$ cat config.mk
export PLATFORM = sky130hd
export DESIGN_NAME = exc_prio_resolver
export DESIGN_NICKNAME = d
export VERILOG_FILES = /design/src/rtl/exc_prio_pkg.sv /design/src/rtl/exc_first_pick.sv /design/src/rtl/exc_rank_map.sv /design/src/rtl/exc_prio_resolver.sv
export SDC_FILE = /design/constraint.sdc
export NUM_CORES = 1
export LEC_CHECK = 0
export BUFFER_PORTS_ARGS = -buffer_cell sky130_fd_sc_hd__buf_2
export CAP_MARGIN = 25
export CORE_ASPECT_RATIO = 0.9
export CORE_MARGIN = 2
export CORE_UTILIZATION = 44
export DETAILED_ROUTE_END_ITERATION = 12
export GPL_TIMING_DRIVEN = 0
export PLACE_DENSITY = 0.73
export SYNTH_ARGS = -nofsm -noshare
export SYNTH_HDL_FRONTEND = slang
export SYNTH_SLANG_ARGS = --single-unit
$ cat constraint.sdc
create_clock -name clk -period 2.95 [get_ports clk]
set_input_delay 0 -clock clk [delete_from_list [all_inputs] [get_ports clk]]
set_output_delay 0 -clock clk [all_outputs]
set_load 0.1 [all_outputs]
$ cat src/rtl/exc_prio_pkg.sv
package exc_prio_pkg;
   // number of flag groups: a (branch / xfer 1), b (slot / xfer 2), c (slot xfer 2)
   localparam int unsigned NUM_GRP = 3;

   // position in the search order when resolving a branch/slot pair
   function automatic int unsigned pair_rank(int unsigned g, int unsigned t, int unsigned split);
      if (t < split) return g * split + t;
      return NUM_GRP * split + (t - split) * NUM_GRP + g;
   endfunction
endpackage

$ cat src/rtl/exc_first_pick.sv
module exc_first_pick #(
   parameter int unsigned N = 12
) (
   input  logic [N-1:0] req_i,
   output logic [N-1:0] gnt_o,
   output logic         any_o
);
   if (N < 2) begin : g_bad_n
      $error("exc_first_pick: N must be at least 2");
   end

   // isolate the lowest set bit: lower index means higher priority
   assign gnt_o = req_i & (~req_i + N'(1));
   assign any_o = |req_i;
endmodule

$ cat src/rtl/exc_rank_map.sv
module exc_rank_map
   import exc_prio_pkg::*;
#(
   parameter int unsigned NUM_TYPES = 4,
   parameter int unsigned SPLIT_LVL = 2,
   localparam int unsigned N = NUM_GRP * NUM_TYPES
) (
   input  logic         pair_i,
   input  logic [N-1:0] flat_i,
   output logic [N-1:0] ord_o,
   input  logic [N-1:0] gnt_i,
   output logic [N-1:0] win_o
);
   logic [N-1:0] fwd_perm;
   logic [N-1:0] back_perm;

   // in single mode the flat order {grp, type} is already the priority order
   for (genvar g = 0; g < NUM_GRP; g++) begin : g_grp
      for (genvar t = 0; t < NUM_TYPES; t++) begin : g_typ
         localparam int unsigned K = g * NUM_TYPES + t;
         localparam int unsigned P = pair_rank(g, t, SPLIT_LVL);
         assign fwd_perm[P]  = flat_i[K];
         assign back_perm[K] = gnt_i[P];
      end
   end

   assign ord_o = pair_i ? fwd_perm  : flat_i;
   assign win_o = pair_i ? back_perm : gnt_i;
endmodule

$ cat src/rtl/exc_prio_resolver.sv
module exc_prio_resolver
   import exc_prio_pkg::*;
#(
   parameter int unsigned NUM_TYPES = 4,
   parameter int unsigned SPLIT_LVL = 2,
   parameter bit          REG_OUT   = 1'b1,
   localparam int unsigned TW   = $clog2(NUM_TYPES),
   localparam int unsigned GW   = $clog2(NUM_GRP),
   localparam int unsigned ID_W = GW + TW
) (
   input  logic                 clk,
   input  logic                 rst,
   input  logic                 pair_i,
   input  logic                 dual_i,
   input  logic [NUM_TYPES-1:0] flg_a_i,
   input  logic [NUM_TYPES-1:0] flg_b_i,
   input  logic [NUM_TYPES-1:0] flg_c_i,
   input  logic [NUM_TYPES-1:0] reexec_i,
   output logic                 taken_o,
   output logic [ID_W-1:0]      id_o,
   output logic                 src_o,
   output logic                 pr_inh_o
);
   localparam int unsigned N = NUM_GRP * NUM_TYPES;

   if (NUM_TYPES < 2 || (1 << TW) != NUM_TYPES) begin : g_bad_types
      $error("exc_prio_resolver: NUM_TYPES must be a power of two, at least 2");
   end
   if (SPLIT_LVL > NUM_TYPES) begin : g_bad_split
      $error("exc_prio_resolver: SPLIT_LVL exceeds NUM_TYPES");
   end

   logic [NUM_TYPES-1:0] use_b, use_c;
   logic [N-1:0]         flat, ord, gnt, win;
   logic                 any_d, src_d, inh_d;
   logic [GW-1:0]        grp_d;
   logic [TW-1:0]        typ_d;

   // groups that the current mode does not use are masked off
   assign use_b = (pair_i | dual_i) ? flg_b_i : '0;
   assign use_c = (pair_i & dual_i) ? flg_c_i : '0;
   assign flat  = {use_c, use_b, flg_a_i};

   exc_rank_map #(.NUM_TYPES(NUM_TYPES), .SPLIT_LVL(SPLIT_LVL)) u_map (
      .pair_i (pair_i),
      .flat_i (flat),
      .ord_o  (ord),
      .gnt_i  (gnt),
      .win_o  (win)
   );

   exc_first_pick #(.N(N)) u_pick (
      .req_i (ord),
      .gnt_o (gnt),
      .any_o (any_d)
   );

   always_comb begin
      grp_d = '0;
      typ_d = '0;
      for (int k = 0; k < N; k++) begin
         if (win[k]) begin
            grp_d = GW'(k / NUM_TYPES);
            typ_d = TW'(k % NUM_TYPES);
         end
      end
   end

   assign src_d = any_d && (grp_d != '0);
   assign inh_d = pair_i && src_d && reexec_i[typ_d];

   if (REG_OUT) begin : g_reg
      always_ff @(posedge clk) begin
         if (rst) begin
            taken_o  <= 1'b0;
            id_o     <= '0;
            src_o    <= 1'b0;
            pr_inh_o <= 1'b0;
         end else begin
            taken_o  <= any_d;
            id_o     <= {grp_d, typ_d};
            src_o    <= src_d;
            pr_inh_o <= inh_d;
         end
      end

      assert_idle_R2: assert property (@(posedge clk) disable iff (rst)
         (flg_a_i == '0 && flg_b_i == '0 && flg_c_i == '0) |=> (!taken_o && !pr_inh_o));
      assert_pick_R3: assert property (@(posedge clk) disable iff (rst)
         $onehot0(gnt) && ((|ord) == (|win)));
      assert_first_xfer_R4: assert property (@(posedge clk) disable iff (rst)
         (!pair_i && flg_a_i != '0) |=> (taken_o && id_o[ID_W-1:TW] == '0));
      assert_single_R5: assert property (@(posedge clk) disable iff (rst)
         (!pair_i && !dual_i) |=> !src_o);
      assert_branch_first_R6: assert property (@(posedge clk) disable iff (rst)
         (pair_i && flg_a_i[SPLIT_LVL-1:0] != '0) |=> (taken_o && !src_o));
      assert_inh_src_R10: assert property (@(posedge clk) disable iff (rst)
         pr_inh_o |-> (taken_o && src_o));
   end else begin : g_comb
      assign taken_o  = any_d;
      assign id_o     = {grp_d, typ_d};
      assign src_o    = src_d;
      assign pr_inh_o = inh_d;
   end
endmodule

Word level (Yosys, flattened, before mapping)
Index checks and enable logic that the tools add are counted.
- register bits: 7
- bits of input ports: 20
- output and inout bits: 7
- word-level logic and storage cells: 40
- $add $sub $neg: 1
- magnitude comparators: 1
- muxes and demuxes: 25
- bitwise logic cells: 4
- reductions and logical operators: 5
- operator list (operator ; number):
    2-bit 2-to-1 mux ; 17
    11-bit 2-to-1 mux ; 2
    12-bit by 1-bit adder with 12-bit output (second input constant) ; 1
    12-bit bitwise AND ; 1
    12-bit NOT ; 1
    12-bit OR reduction ; 1
    4-bit 2-to-1 mux ; 2
    1-bit logical AND ; 3
    2-bit by 3-bit less-than comparator with 1-bit output (second input constant) ; 1
    1-bit 2-to-1 mux ; 3
    1-bit binary-select mux with 2-bit select ; 1
    2-bit nonzero test ; 1
    1-bit bitwise AND ; 1
    1-bit OR ; 1

Longest topological paths before layout
Gate-level depths: netlist of the first run.
- depth after elaboration: 21
- depth in mapped cells: 8
- gate-level depth less buffers: 6

By module
A second synthesis of the first run with hierarchy kept.
- cell total of the unflattened synthesis: 93
- area total of the unflattened synthesis: 865.8 µm²
- by module, submodules not included (module ; instances ; cells each ; area each (µm²) ; seq. area each (µm²)):
    exc_prio_resolver ; 1 ; 45 ; 375.4 ; 140.1
    exc_rank_map ; 1 ; 26 ; 316.6 ; 0.0
    exc_first_pick ; 1 ; 22 ; 173.9 ; 0.0

Worst setup path before layout of the first run
No wires, ideal clock.
- kind: input to register
- from: in flg_a_i[3]
- to: reg pr_inh_o
- library setup time: 0.125 ns
- data arrival time: 1.112 ns
- data required time: 2.825 ns
- slack: 1.713 ns
- stages: 7
- path buffers: 1
- cells stage by stage: clkbuf_1 nor3b_1 o211ai_1 o21ai_1 a211o_2 o221ai_2 a211oi_2
- longest elaborated chain between the ends: 18
- elaborated cells on any way between the ends: 30
- those cells by class: add/sub (1); mux (22); bitwise (2); reduce/logical (5)
- ends and longest elaborated chain (element ; RTL line ; source):
    start, declared ; exc_prio_resolver.sv:15 ; input logic [NUM_TYPES-1:0] flg_a_i,
    11-bit 2-to-1 mux (*) ; exc_rank_map.sv:27 ; assign ord_o = pair_i ? fwd_perm : flat_i;
    12-bit NOT ; exc_first_pick.sv:13 ; assign gnt_o = req_i & (~req_i + N'(1));
    12-bit by 1-bit adder with 12-bit output ; exc_first_pick.sv:13 ;
    12-bit bitwise AND ; exc_first_pick.sv:13 ;
    11-bit 2-to-1 mux ; exc_rank_map.sv:28 ; assign win_o = pair_i ? back_perm : gnt_i;
    2-bit 2-to-1 mux (10 in series) ; exc_prio_resolver.sv:62 ; if (win[k]) begin
    1-bit binary-select mux with 2-bit select ; exc_prio_resolver.sv:70 ; assign inh_d = pair_i && src_d && reexec_i[typ_d];
    1-bit 2-to-1 mux (not written as such) ; exc_prio_resolver.sv:70 ;
    1-bit logical AND (*) ; exc_prio_resolver.sv:70 ;
    end signal, assigned ; exc_prio_resolver.sv:83 ; pr_inh_o <= inh_d;
    end, declared ; exc_prio_resolver.sv:22 ; output logic pr_inh_o
Every way passes the cells marked *; elsewhere a longest branch is shown, timed or not. The select of a mux whose other input is x is not followed.
A chain may end at the register's enable or synchronous reset.

Worst setup path in the final report of the first run
- from: in dual_i
- to: reg pr_inh_o
- longest elaborated chain between the ends: 20
- elaborated cells on any way between the ends: 34
- those cells by class: add/sub (1); mux (24); bitwise (4); reduce/logical (5)
- ends and longest elaborated chain (element ; RTL line ; source):
    start, declared ; exc_prio_resolver.sv:14 ; input logic dual_i,
    1-bit OR or 1-bit bitwise AND (tied branches) ; exc_prio_resolver.sv:40, exc_prio_resolver.sv:41 ;
    4-bit 2-to-1 mux, on equally long branches ; exc_prio_resolver.sv:40, exc_prio_resolver.sv:41 ;
    11-bit 2-to-1 mux ; exc_rank_map.sv:27 ;
    12-bit NOT ; exc_first_pick.sv:13 ;
    12-bit by 1-bit adder with 12-bit output ; exc_first_pick.sv:13 ;
    12-bit bitwise AND ; exc_first_pick.sv:13 ;
    11-bit 2-to-1 mux ; exc_rank_map.sv:28 ;
    2-bit 2-to-1 mux (10 in series) ; exc_prio_resolver.sv:62 ;
    1-bit binary-select mux with 2-bit select ; exc_prio_resolver.sv:70 ;
    1-bit 2-to-1 mux (not written as such) ; exc_prio_resolver.sv:70 ;
    1-bit logical AND (*) ; exc_prio_resolver.sv:70 ;
Marks and branches as above.

==> impl_metrics.env, run 1 <==
export IMPL_status="finished, final reports clean"
export IMPL_wl_met1_um=707
export IMPL_fin_nets=137
export IMPL_drive_above_1_share_pct=36.21
export IMPL_start_util_pct=47.19
export IMPL_avgSynthCellArea_sq_um=7.676
export IMPL_grt_ovfl_total=0
export IMPL_track_usage_pct=19.96
export IMPL_path_cells="buf_2 -> buf_2 -> nor3b_1 -> o211ai_1 -> o21ai_1 -> a211o_2 -> o221ai_2 -> a211oi_2"
export IMPL_grt_pass1_wl_um=2635
export IMPL_rsz0062_at_grt="no"
export IMPL_tightest_slew_ps=485.8
export IMPL_fin_tns_setup_ps=0
export IMPL_route_met3_wl_um=96
export IMPL_synth_commonest_cells="13 x nor2_1, 8 x a21oi_1, 7 x dfxtp_1, 5 x nand2_1, 5 x nand3_1"
export IMPL_diodes=0
export IMPL_synth_top_area_cell="dfxtp_1"
export IMPL_total_power_mw=0.2898
export IMPL_critPathMaxStageDelay_ps=330
export IMPL_synth_warnings=0
export IMPL_htree_levels=1
export IMPL_area_growth_pct=24.18
export IMPL_drc=0
export IMPL_port_buffers=22
export IMPL_fmax_ghz=0.8341
export IMPL_relSlewSlack_pct=67.83
export IMPL_grt_max_degree=11
export IMPL_slowest_stage="a211o_2"
export IMPL_critPathMostFrequentCell="buf_2"
export IMPL_critical_path_required_ps=3080
export IMPL_ys_ff_latch=7
export IMPL_ir_worst_vdd_uv=137.6
export IMPL_avgRoutedWirePerCell_um=12.89
export IMPL_place_area_sq_um=812.0
export IMPL_end_kind="flop"
export IMPL_path_buf_inv=2
export IMPL_synth_cell_types=40
export IMPL_cp_start_kind="primary input"
export IMPL_syn_nets=109
export IMPL_synth_area_leaders="dfxtp_1 21%, nor2_1 7.1%, a21oi_1 5.9%, mux2i_1 4.4%, mux2i_2 4.0%"
export IMPL_drv_slew=0
export IMPL_power_density_mw_per_mm2=341.6
export IMPL_die_w_um=45.54
export IMPL_routed_top_layer="met3"
export IMPL_yosysSeqAreaShare_pct=20.51
export IMPL_path_clk_slew_ps=50
export IMPL_worstHoldPathType="in2reg"
export IMPL_period_share_pct=40.64
export IMPL_dp_hpwl_um=1322
export IMPL_p_leak_nw=0.3526
export IMPL_whs_ps=81.66
export IMPL_yosysTopAreaCellShare_pct=20.51
export IMPL_cts_sinks=7
export IMPL_fp_coreArea_sq_mm=0.001448
export IMPL_wl_met2_um=885
export IMPL_drv_cap=0
export IMPL_cts_tree="built"
export IMPL_synth_edf_count=0
export IMPL_antenna_found_initial=0
export IMPL_synth_most_common_cell="nor2_1"
export IMPL_dr_total_vias=766
export IMPL_crit_arrival_ps=1330
export IMPL_path_class="in2reg"
export IMPL_cts_root_buf="clkbuf_4"
export IMPL_die_area_sq_mm=0.001884
export IMPL_rows=13
export IMPL_firstDrtPassIters=4
export IMPL_synth_ff_type="dfxtp_1"
export IMPL_cp_top_family="compound AO/OA/AOI/OAI gates"
export IMPL_clockBufferDepth=2
export IMPL_synthArstFlopShare_pct=0
export IMPL_cts_buffers=3
export IMPL_drt_iter0_markers=18
export IMPL_wl_um=1689
export IMPL_grt_pass1_vias=646
export IMPL_min_period_ps=1199
export IMPL_hold_viol_final=0
export IMPL_num_io_pins=27
export IMPL_critPathMaxFanout=10
export IMPL_via_per_inst=5.847
export IMPL_postSynthCellCount=89
export IMPL_synth_area_sq_um=683.2
export IMPL_setup_viol=0
export IMPL_final_area_sq_um=848.3
export IMPL_ant_nets=0
export IMPL_gp_congestion=0.8263
export IMPL_die_h_um=41.38
-- kinds of logic after synthesis --
| family | Yosys count | share of synthesized area (%) |
|---|---|---|
| AOI/OAI and AO/OA | 29 | 33.33 |
| buffers and inverters | 8 | 6.410 |
| DFF | 7 | 20.51 |
| muxes | 5 | 8.426 |
| and+or+nand+nor | 40 | 31.32 |
-- state kept, by name, indices dropped and copies added (netlist names) --
name      flops
pr_inh_o      1
id_o          4
src_o         1
taken_o       1
-- tightest hold or removal path, stage by stage --
cell,delay (ps)
buf_2,100
o221ai_2,130
a211oi_2,50
-- routing by layer --
| layer | global-route usage, % | vias to the layer above |
|---|---|---|
| li1 | - | 385 |
| met1 | 22.28 | 356 |
| met2 | 36.97 | 25 |
| met3 | 2.586 | 0 |
| met4 | 11.76 | 0 |
| met5 | 0 | - |
-- final cells by class --
class | count | area (sq um)
repair buffers | 23 | 120.1
well taps | 15 | 18.77
clock buffers | 4 | 26.28
plain buffers | 6 | 36.28
multi-input cells | 74 | 499.2
inverters | 2 | 7.507
fillers | 149 | 599.3
flip-flops and latches | 7 | 140.1
-- final timing paths --
kind / startpoint / end / slack (ps) / cells after the start
min: reexec_i[3] / pr_inh_o / 80 / 3
max: dual_i / pr_inh_o / 1750 / 8
-- stage by stage --
| step | setup WS (ps) | utilization, % | instances |
|---|---|---|---|
| after floorplan | 1713 | - | 89 |
| after global placement | 1537 | 56.09 | 126 |
| after detailed placement | 1499 | 56.09 | 126 |
| after CTS | 1761 | 58.60 | 131 |
| after global routing | 1614 | 58.60 | 131 |
| final | 1751 | 58.60 | 131 |
-- power breakdown --
group	internal, mW	total (mW)	switching (mW)
clock network	0.0514	0.0839	0.0325
registers	0.0980	0.0987	0.000623
logic	0.0357	0.107	0.0714
total	0.185	0.290	0.105
-- repair_timing --
action,4_1_cts,5_1_grt
buffers inserted,0,0
hold buffers,1,0
resized for setup,0,0
endpoints found under the hold margin,5,0
-- layout by cell type (no fill, tap or decap), drive strengths merged, types with 3 or more instances in the layout --
master and count:
nor2 15, dfxtp 7, nand3 5, buf 27, nor3b 3, a31oi 3, clkbuf 5, o21ai 3
a21oi 9, o211ai 3, nor2b 4, o31ai 3, nand2 5, mux2i 5
Power figures use the tool's default switching activity.
==> run 2: changes to the inputs <==
--- a/config.mk
+++ b/config.mk
@@ -5,14 +5,15 @@
 export SDC_FILE = /design/constraint.sdc
 export NUM_CORES = 1
 export LEC_CHECK = 0
+export ABC_AREA = 1
 export BUFFER_PORTS_ARGS = -buffer_cell sky130_fd_sc_hd__buf_2
 export CAP_MARGIN = 25
 export CORE_ASPECT_RATIO = 0.9
 export CORE_MARGIN = 2
-export CORE_UTILIZATION = 44
+export CORE_UTILIZATION = 42
 export DETAILED_ROUTE_END_ITERATION = 12
 export GPL_TIMING_DRIVEN = 0
-export PLACE_DENSITY = 0.73
+export PLACE_DENSITY = 0.74
 export SYNTH_ARGS = -nofsm -noshare
 export SYNTH_HDL_FRONTEND = slang
 export SYNTH_SLANG_ARGS = --single-unit
==> constraint.sdc (replaced) <==
create_clock -name clk -period 1.1 [get_ports clk]
set_input_delay 0 -clock clk [delete_from_list [all_inputs] [get_ports clk]]
set_output_delay 0 -clock clk [all_outputs]
set_load 0.1 [all_outputs]
==> run 2 against run 1 <==
Compared with the run above:
- synthesized cell count is 25% higher
- clock-buffer cell count unchanged
- critical endpoint unchanged
- area after synthesis is 1.6% lower
- design area grew 27%
- total power rose to 3.0 times the previous value
- sequential cell count stayed put
- the flow now finishes with violations (negative setup slack)
- hold slack got worse by 46 ps
==> impl_metrics.env, run 2 <==
export IMPL_path_class="in2reg"
export IMPL_grt_ovfl_total=0
export IMPL_tightest_slew_ps=484.8
export IMPL_synth_warnings=0
export IMPL_end_kind="flop"
export IMPL_violations="negative setup slack"
export IMPL_rsz0062_at_grt="yes"
export IMPL_fin_ws_ps=-90.27
export IMPL_port_buffers=25
export IMPL_yosysSeqAreaShare_pct=20.86
export IMPL_die_area_sq_mm=0.001936
export IMPL_synth_area_sq_um=671.9
export IMPL_synth_area_leaders="dfxtp_1 21%, nand2_1 15%, inv_1 8.4%, nand3_1 8.2%, nor2_1 7.8%"
export IMPL_clockBufferDepth=2
export IMPL_drv_cap=0
export IMPL_critPathMaxStageDelay_ps=150
export IMPL_rows=13
export IMPL_final_common_cell="buf_2"
export IMPL_pwr_share_clk_pct=26.2
export IMPL_relSlewSlack_pct=67.91
export IMPL_drt_iter0_markers=21
export IMPL_path_clk_slew_ps=50
export IMPL_grt_pass1_vias=746
export IMPL_critical_path_required_ps=1290
export IMPL_cts_tree="built"
export IMPL_p_leak_nw=0.5580
export IMPL_cts_root_buf="clkbuf_4"
export IMPL_cts_sinks=7
export IMPL_layout_common_cells="24 x buf_2, 18 x nand2_1, 13 x inv_1"
export IMPL_min_period_ps=1190
export IMPL_period_share_pct=108.2
export IMPL_gp_congestion=0.8322
export IMPL_stdcell_count=168
export IMPL_fmax_ghz=0.8401
export IMPL_status="finished, violations left"
export IMPL_avgSynthCellArea_sq_um=6.053
export IMPL_synthArstFlopShare_pct=0
export IMPL_setup_viol=1
export IMPL_synth_most_common_cell="nand2_1"
export IMPL_ir_worst_vdd_uv=386.1
export IMPL_area_growth_pct=59.78
export IMPL_sw_frac_of_total_pct=39.51
export IMPL_wl_um=1917
export IMPL_fp_coreArea_sq_mm=0.001480
export IMPL_drv_slew=0
export IMPL_fin_nets=167
export IMPL_path_cells="buf_12 -> inv_4 -> buf_8 -> nand2_4 -> nand3_4 -> inv_4 -> nand3_4 -> a21oi_4 -> inv_2 -> o21ai_4 -> nor2_2 -> nand2_1 -> nand2_1 -> nor2_1 -> nand2_1 -> nor2_2"
export IMPL_firstDrtPassIters=4
export IMPL_dp_hpwl_um=1388
export IMPL_seqPwrFrac_pct=30.7
export IMPL_p_sw_mw=0.3428
export IMPL_hold_end="taken_o"
export IMPL_power_density_mw_per_mm2=808.1
export IMPL_crit_arrival_ps=1380
export IMPL_grt_pass1_wl_um=3029
export IMPL_critPathMostFrequentCell="nand2_1"
export IMPL_diodes=0
export IMPL_cp_start_kind="primary input"
export IMPL_pwr_share_comb_pct=43.1
export IMPL_drive_above_1_share_pct=53.42
export IMPL_syn_nets=131
export IMPL_drc=0
export IMPL_synth_top_area_cell="dfxtp_1"
export IMPL_ant_nets=0
export IMPL_hold_depth=3
export IMPL_avgRoutedWirePerCell_um=11.41
export IMPL_htree_levels=1
export IMPL_synth_commonest_cells="27 x nand2_1, 15 x inv_1, 14 x nor2_1, 11 x nand3_1, 8 x nand4_1"
export IMPL_ys_ff_latch=7
export IMPL_synth_ff_type="dfxtp_1"
export IMPL_slowest_stage="a21oi_4"
export IMPL_fin_tns_setup_ps=-90.27
export IMPL_track_usage_pct=20.73
export IMPL_dr_total_vias=846
export IMPL_yosysTopAreaCellShare_pct=20.86
export IMPL_die_w_um=46.16
export IMPL_largest_reg_flops=4
export IMPL_synth_cell_types=22
export IMPL_min_from="flg_c_i[3]"
export IMPL_cts_buffers=3
export IMPL_n_fill_cell=120
export IMPL_numPlacedInstances=158
export IMPL_start_util_pct=45.39
export IMPL_worstHoldPathType="in2reg"
export IMPL_postSynthCellCount=111
export IMPL_grt_max_degree=11
export IMPL_via_per_inst=5.036
export IMPL_antenna_found_initial=0
export IMPL_num_io_pins=27
export IMPL_p_int_mw=0.5248
export IMPL_die_h_um=41.95
export IMPL_synth_edf_count=0
export IMPL_hold_viol_final=0
export IMPL_top_register="id_o"
export IMPL_critPathMaxFanout=7
==> run 2: changes by cell type in the layout (fill, tap and decap cells not counted), sizes merged, moves of 4 or more <==
cell / change
nand2: +25
inv: +17
nand3: +11
a21oi: -7
buf: +6
nand4: +6
mux2i: -5
nor2: +4
nor2b: -4
==> run 2: repair_timing <==
action	in CTS	in global routing
endpoints found under the setup margin	2	3
buffers inserted	3	2
pin swaps	6	15
hold buffers	1	0
hold endpoints to repair	3	0
cloned	0	0
resized for setup	18	18
==> run 2: power groups by stage <==
stage / sequential (mW) / combinational [mW] / clock (mW)
floorplan: 0.351 / 0.147 / 0
global placement: 0.272 / 0.298 / 0
detailed placement: 0.272 / 0.305 / 0
CTS: 0.267 / 0.345 / 0.233
global route: 0.267 / 0.402 / 0.263
finish: 0.267 / 0.374 / 0.227
==> run 2: layout make-up <==
cell class,count,area (sq um),share of cell area [%]
Buffer,3,37.54,3.497
Sequential cell,7,140.1,13.05
Inverter,19,76.32,7.110
Timing Repair Buffer,31,187.7,17.48
Tap cell,22,27.53,2.564
Clock buffer,4,26.28,2.448
Multi-Input combinational cell,82,578.1,53.85
==> run 2: how the worst max path moves through the flow <==
stage          depth (start not counted)  slack, ps  endpoint    from
4_1_cts                               16       -130  pr_inh_o  pair_i
3_5_place_dp                          15       -450  pr_inh_o  pair_i
3_3_place_gp                          15       -410  pr_inh_o  pair_i
2_1_floorplan                         12        -90  pr_inh_o  pair_i
6_report                              16        -90  pr_inh_o  pair_i
5_1_grt                               16       -200  pr_inh_o  pair_i
==> run 2: metal layers <==
metal  global-route usage (%)  wire, um
met4                    6.857        18
met2                    36.94      1077
met5                        0         0
met1                    24.29       753
met3                    2.609        68
==> run 2: metrics by stage <==
step | instance area, sq um | total power, mW | hold WS [ps] | util, % | worst slack [ps]
3_5_place_dp | 858.3 | 0.5766 | 204.7 | 57.99 | -454.5
6_report | 1074 | 0.8675 | 35.94 | 72.53 | -90.27
3_3_place_gp | 858.3 | 0.5697 | 210.2 | 57.99 | -408.8
4_1_cts | 991.0 | 0.8452 | 16.01 | 66.95 | -126.2
5_1_grt | 1074 | 0.9326 | 43.01 | 72.53 | -196.2
2_1_floorplan | 705.7 | 0.4985 | 69.07 | - | -86.40
==> run 2: kinds of logic (layout without fill, tap and decap cells) <==
group	count (synthesis)	after routing	synth area share [%]
and+or+nand+nor	75	75	58.29
AOI/OAI and AO/OA	7	7	7.076
buffers and inverters	22	57	13.78
DFF	7	7	20.86
==> run 2: critical path, delay by kind of cell <==
family | cells | cell delay [ps]
buffers and inverters | 5 | 430
AND/OR/NAND/NOR | 9 | 710
AO/OA/AOI/OAI | 2 | 220
==> run 3: changes to the inputs <==
--- a/config.mk
+++ b/config.mk
@@ -10,7 +10,7 @@
 export CAP_MARGIN = 25
 export CORE_ASPECT_RATIO = 0.9
 export CORE_MARGIN = 2
-export CORE_UTILIZATION = 42
+export CORE_UTILIZATION = 44
 export DETAILED_ROUTE_END_ITERATION = 12
 export GPL_TIMING_DRIVEN = 0
 export PLACE_DENSITY = 0.74
==> constraint.sdc (replaced) <==
create_clock -name clk -period 1.28 [get_ports clk]
set_input_delay 0 -clock clk [delete_from_list [all_inputs] [get_ports clk]]
set_output_delay 0 -clock clk [all_outputs]
set_load 0.1 [all_outputs]
==> run 3 against run 2 <==
Compared with the run above:
- clock-buffer cell count is the same
- wire length shrank 2.4%
- via count grew 1.8%
- sequential share of layout area shrank 0.14 points
- largest cell class unchanged
- total power shrank 13%
- critical path depth is the same
- utilization grew 3.3 points
- sequential power shrank 14%
- the flow now finishes without violations
- final cell count shrank 3.0%
- sequential cell count is the same
- die area shrank 4.1%
- combinational power shrank 12%
==> impl_metrics.env, run 3 (synthesis gave the netlist of run 2 again) <==
export IMPL_num_io_pins=27
export IMPL_end_kind="flop"
export IMPL_fp_coreArea_sq_mm=0.001431
export IMPL_drc=0
export IMPL_worstHoldPathType="in2reg"
export IMPL_critPathMostFrequentCell="nor2_2"
export IMPL_via_per_inst=5.282
export IMPL_cp_start_kind="primary input"
export IMPL_relSlewSlack_pct=67.96
export IMPL_power_density_mw_per_mm2=693.2
export IMPL_drive_above_1_share_pct=51.35
export IMPL_cts_sinks=7
export IMPL_period_share_pct=93.51
export IMPL_clockBufferDepth=2
export IMPL_final_area_sq_mm=0.001085
export IMPL_avgRoutedWirePerCell_um=11.48
export IMPL_crit_arrival_ps=1380
export IMPL_top_register="id_o"
export IMPL_area_growth_pct=61.45
export IMPL_tightest_slew_ps=483.9
export IMPL_ant_nets=0
export IMPL_die_h_um=41.07
export IMPL_final_common_cell="buf_2"
export IMPL_drv_cap=0
export IMPL_p_leak_nw=0.5742
export IMPL_stdcell_count=163
export IMPL_drv_slew=0
export IMPL_fin_ws_ps=83.06
export IMPL_min_period_ps=1197
export IMPL_rsz0062_at_grt="yes"
export IMPL_die_w_um=45.19
export IMPL_grt_max_degree=11
export IMPL_grt_ovfl_total=0
export IMPL_antenna_found_initial=0
export IMPL_rows=13
export IMPL_hold_viol_final=0
export IMPL_grt_pass1_wl_um=2359
export IMPL_cts_buffers=3
export IMPL_ir_worst_vdd_uv=333.2
export IMPL_hold_depth=3
export IMPL_path_clk_slew_ps=50
export IMPL_die_area_sq_mm=0.001856
export IMPL_dr_total_vias=861
export IMPL_wl_um=1871
export IMPL_fmax_ghz=0.8355
export IMPL_path_cells="buf_12 -> inv_6 -> buf_8 -> nand2_4 -> nand2_4 -> nor2_4 -> nand3_4 -> nor2_4 -> nand3_4 -> nand2_2 -> nor2_2 -> nand2_1 -> nand2_2 -> nor2_2 -> nand2_1 -> nor2_2"
export IMPL_dp_hpwl_um=1263
export IMPL_status="finished, final reports clean"
export IMPL_htree_levels=1
export IMPL_critical_path_required_ps=1470
export IMPL_layout_common_cells="24 x buf_2, 18 x nand2_1, 15 x inv_1"
export IMPL_critPathMaxFanout=5
export IMPL_slowest_stage="nor2_4"
export IMPL_firstDrtPassIters=4
export IMPL_numPlacedInstances=151
export IMPL_place_area_sq_um=815.8
export IMPL_drt_iter0_markers=19
export IMPL_port_buffers=25
export IMPL_cts_root_buf="clkbuf_4"
export IMPL_fin_nets=169
export IMPL_cts_tree="built"
export IMPL_track_usage_pct=18.08
export IMPL_setup_viol=0
export IMPL_gp_congestion=0.8519
export IMPL_critPathMaxStageDelay_ps=150
export IMPL_diodes=0
export IMPL_grt_pass1_vias=590
export IMPL_hold_end="taken_o"
export IMPL_start_util_pct=46.94
export IMPL_largest_reg_flops=4
export IMPL_min_from="flg_c_i[3]"
export IMPL_path_class="in2reg"
export IMPL_dp_slack_ps=-285.8
[run 3: changes by cell type in the layout (fill, tap and decap cells not counted), sizes merged]
cell / before / now
clkbuf: 4 / 5
buf: 33 / 34
[run 3: how the worst max path moves through the flow]
stage          depth (start not counted)  startpoint  endpoint  slack (ps)
5_1_grt                               16      pair_i  pr_inh_o         -60
3_5_place_dp                          15      pair_i  pr_inh_o        -290
2_1_floorplan                         12      dual_i  pr_inh_o          40
4_1_cts                               15      pair_i  pr_inh_o           6
6_report                              16      pair_i  pr_inh_o          80
3_3_place_gp                          15      pair_i  pr_inh_o        -280
[run 3: metrics by stage]
stage	setup TNS, ps	power, mW	utilization, %	hold WS (ps)
final	0	0.7520	75.79	38.84
after global routing	-64.63	0.7867	75.79	67.23
after CTS	0	0.6859	60.23	11.76
after detailed placement	-537.0	0.4842	56.99	219.8
after global placement	-544.5	0.4811	56.99	211.1
after floorplan	0	0.4216	-	69.07
[run 3: critical path: cells and delay by family]
| family | cells | cell delay, ps |
|---|---|---|
| buffers and inverters | 3 | 260 |
| and+or+nand+nor | 13 | 1100 |
[run 3: timing repair]
action,4_1_cts,5_1_grt
endpoints found under the hold margin,3,0
pin swaps,0,14
hold buffers,1,0
resized for setup,2,41
setup buffers,0,6
cloned,0,1
setup endpoints to repair,1,2
[run 3: metal layers]
metal	vias to the layer above	global-route usage [%]	share of wire, %
li1	436	-	-
met2	29	33.93	54
met5	-	0	0
met3	4	1.322	5.0
met1	392	20.31	40
met4	0	11.03	1.3
[run 3: report_power, final]
| part | leakage (nW) | internal (mW) | total (mW) | switching (mW) |
|---|---|---|---|---|
| sequential | 0.0573 | 0.228 | 0.229 | 0.00153 |
| clock | 0.0150 | 0.119 | 0.193 | 0.0749 |
| combinational | 0.502 | 0.112 | 0.329 | 0.218 |
| total | 0.574 | 0.458 | 0.752 | 0.294 |
[run 3: final cells by class]
type	count	area, sq um
flip-flops and latches	7	140.1
multi-input cells	82	566.8
repair buffers	33	220.2
inverters	19	78.83
clock buffers	4	26.28
plain buffers	3	33.78
fillers	115	346.6
well taps	15	18.77
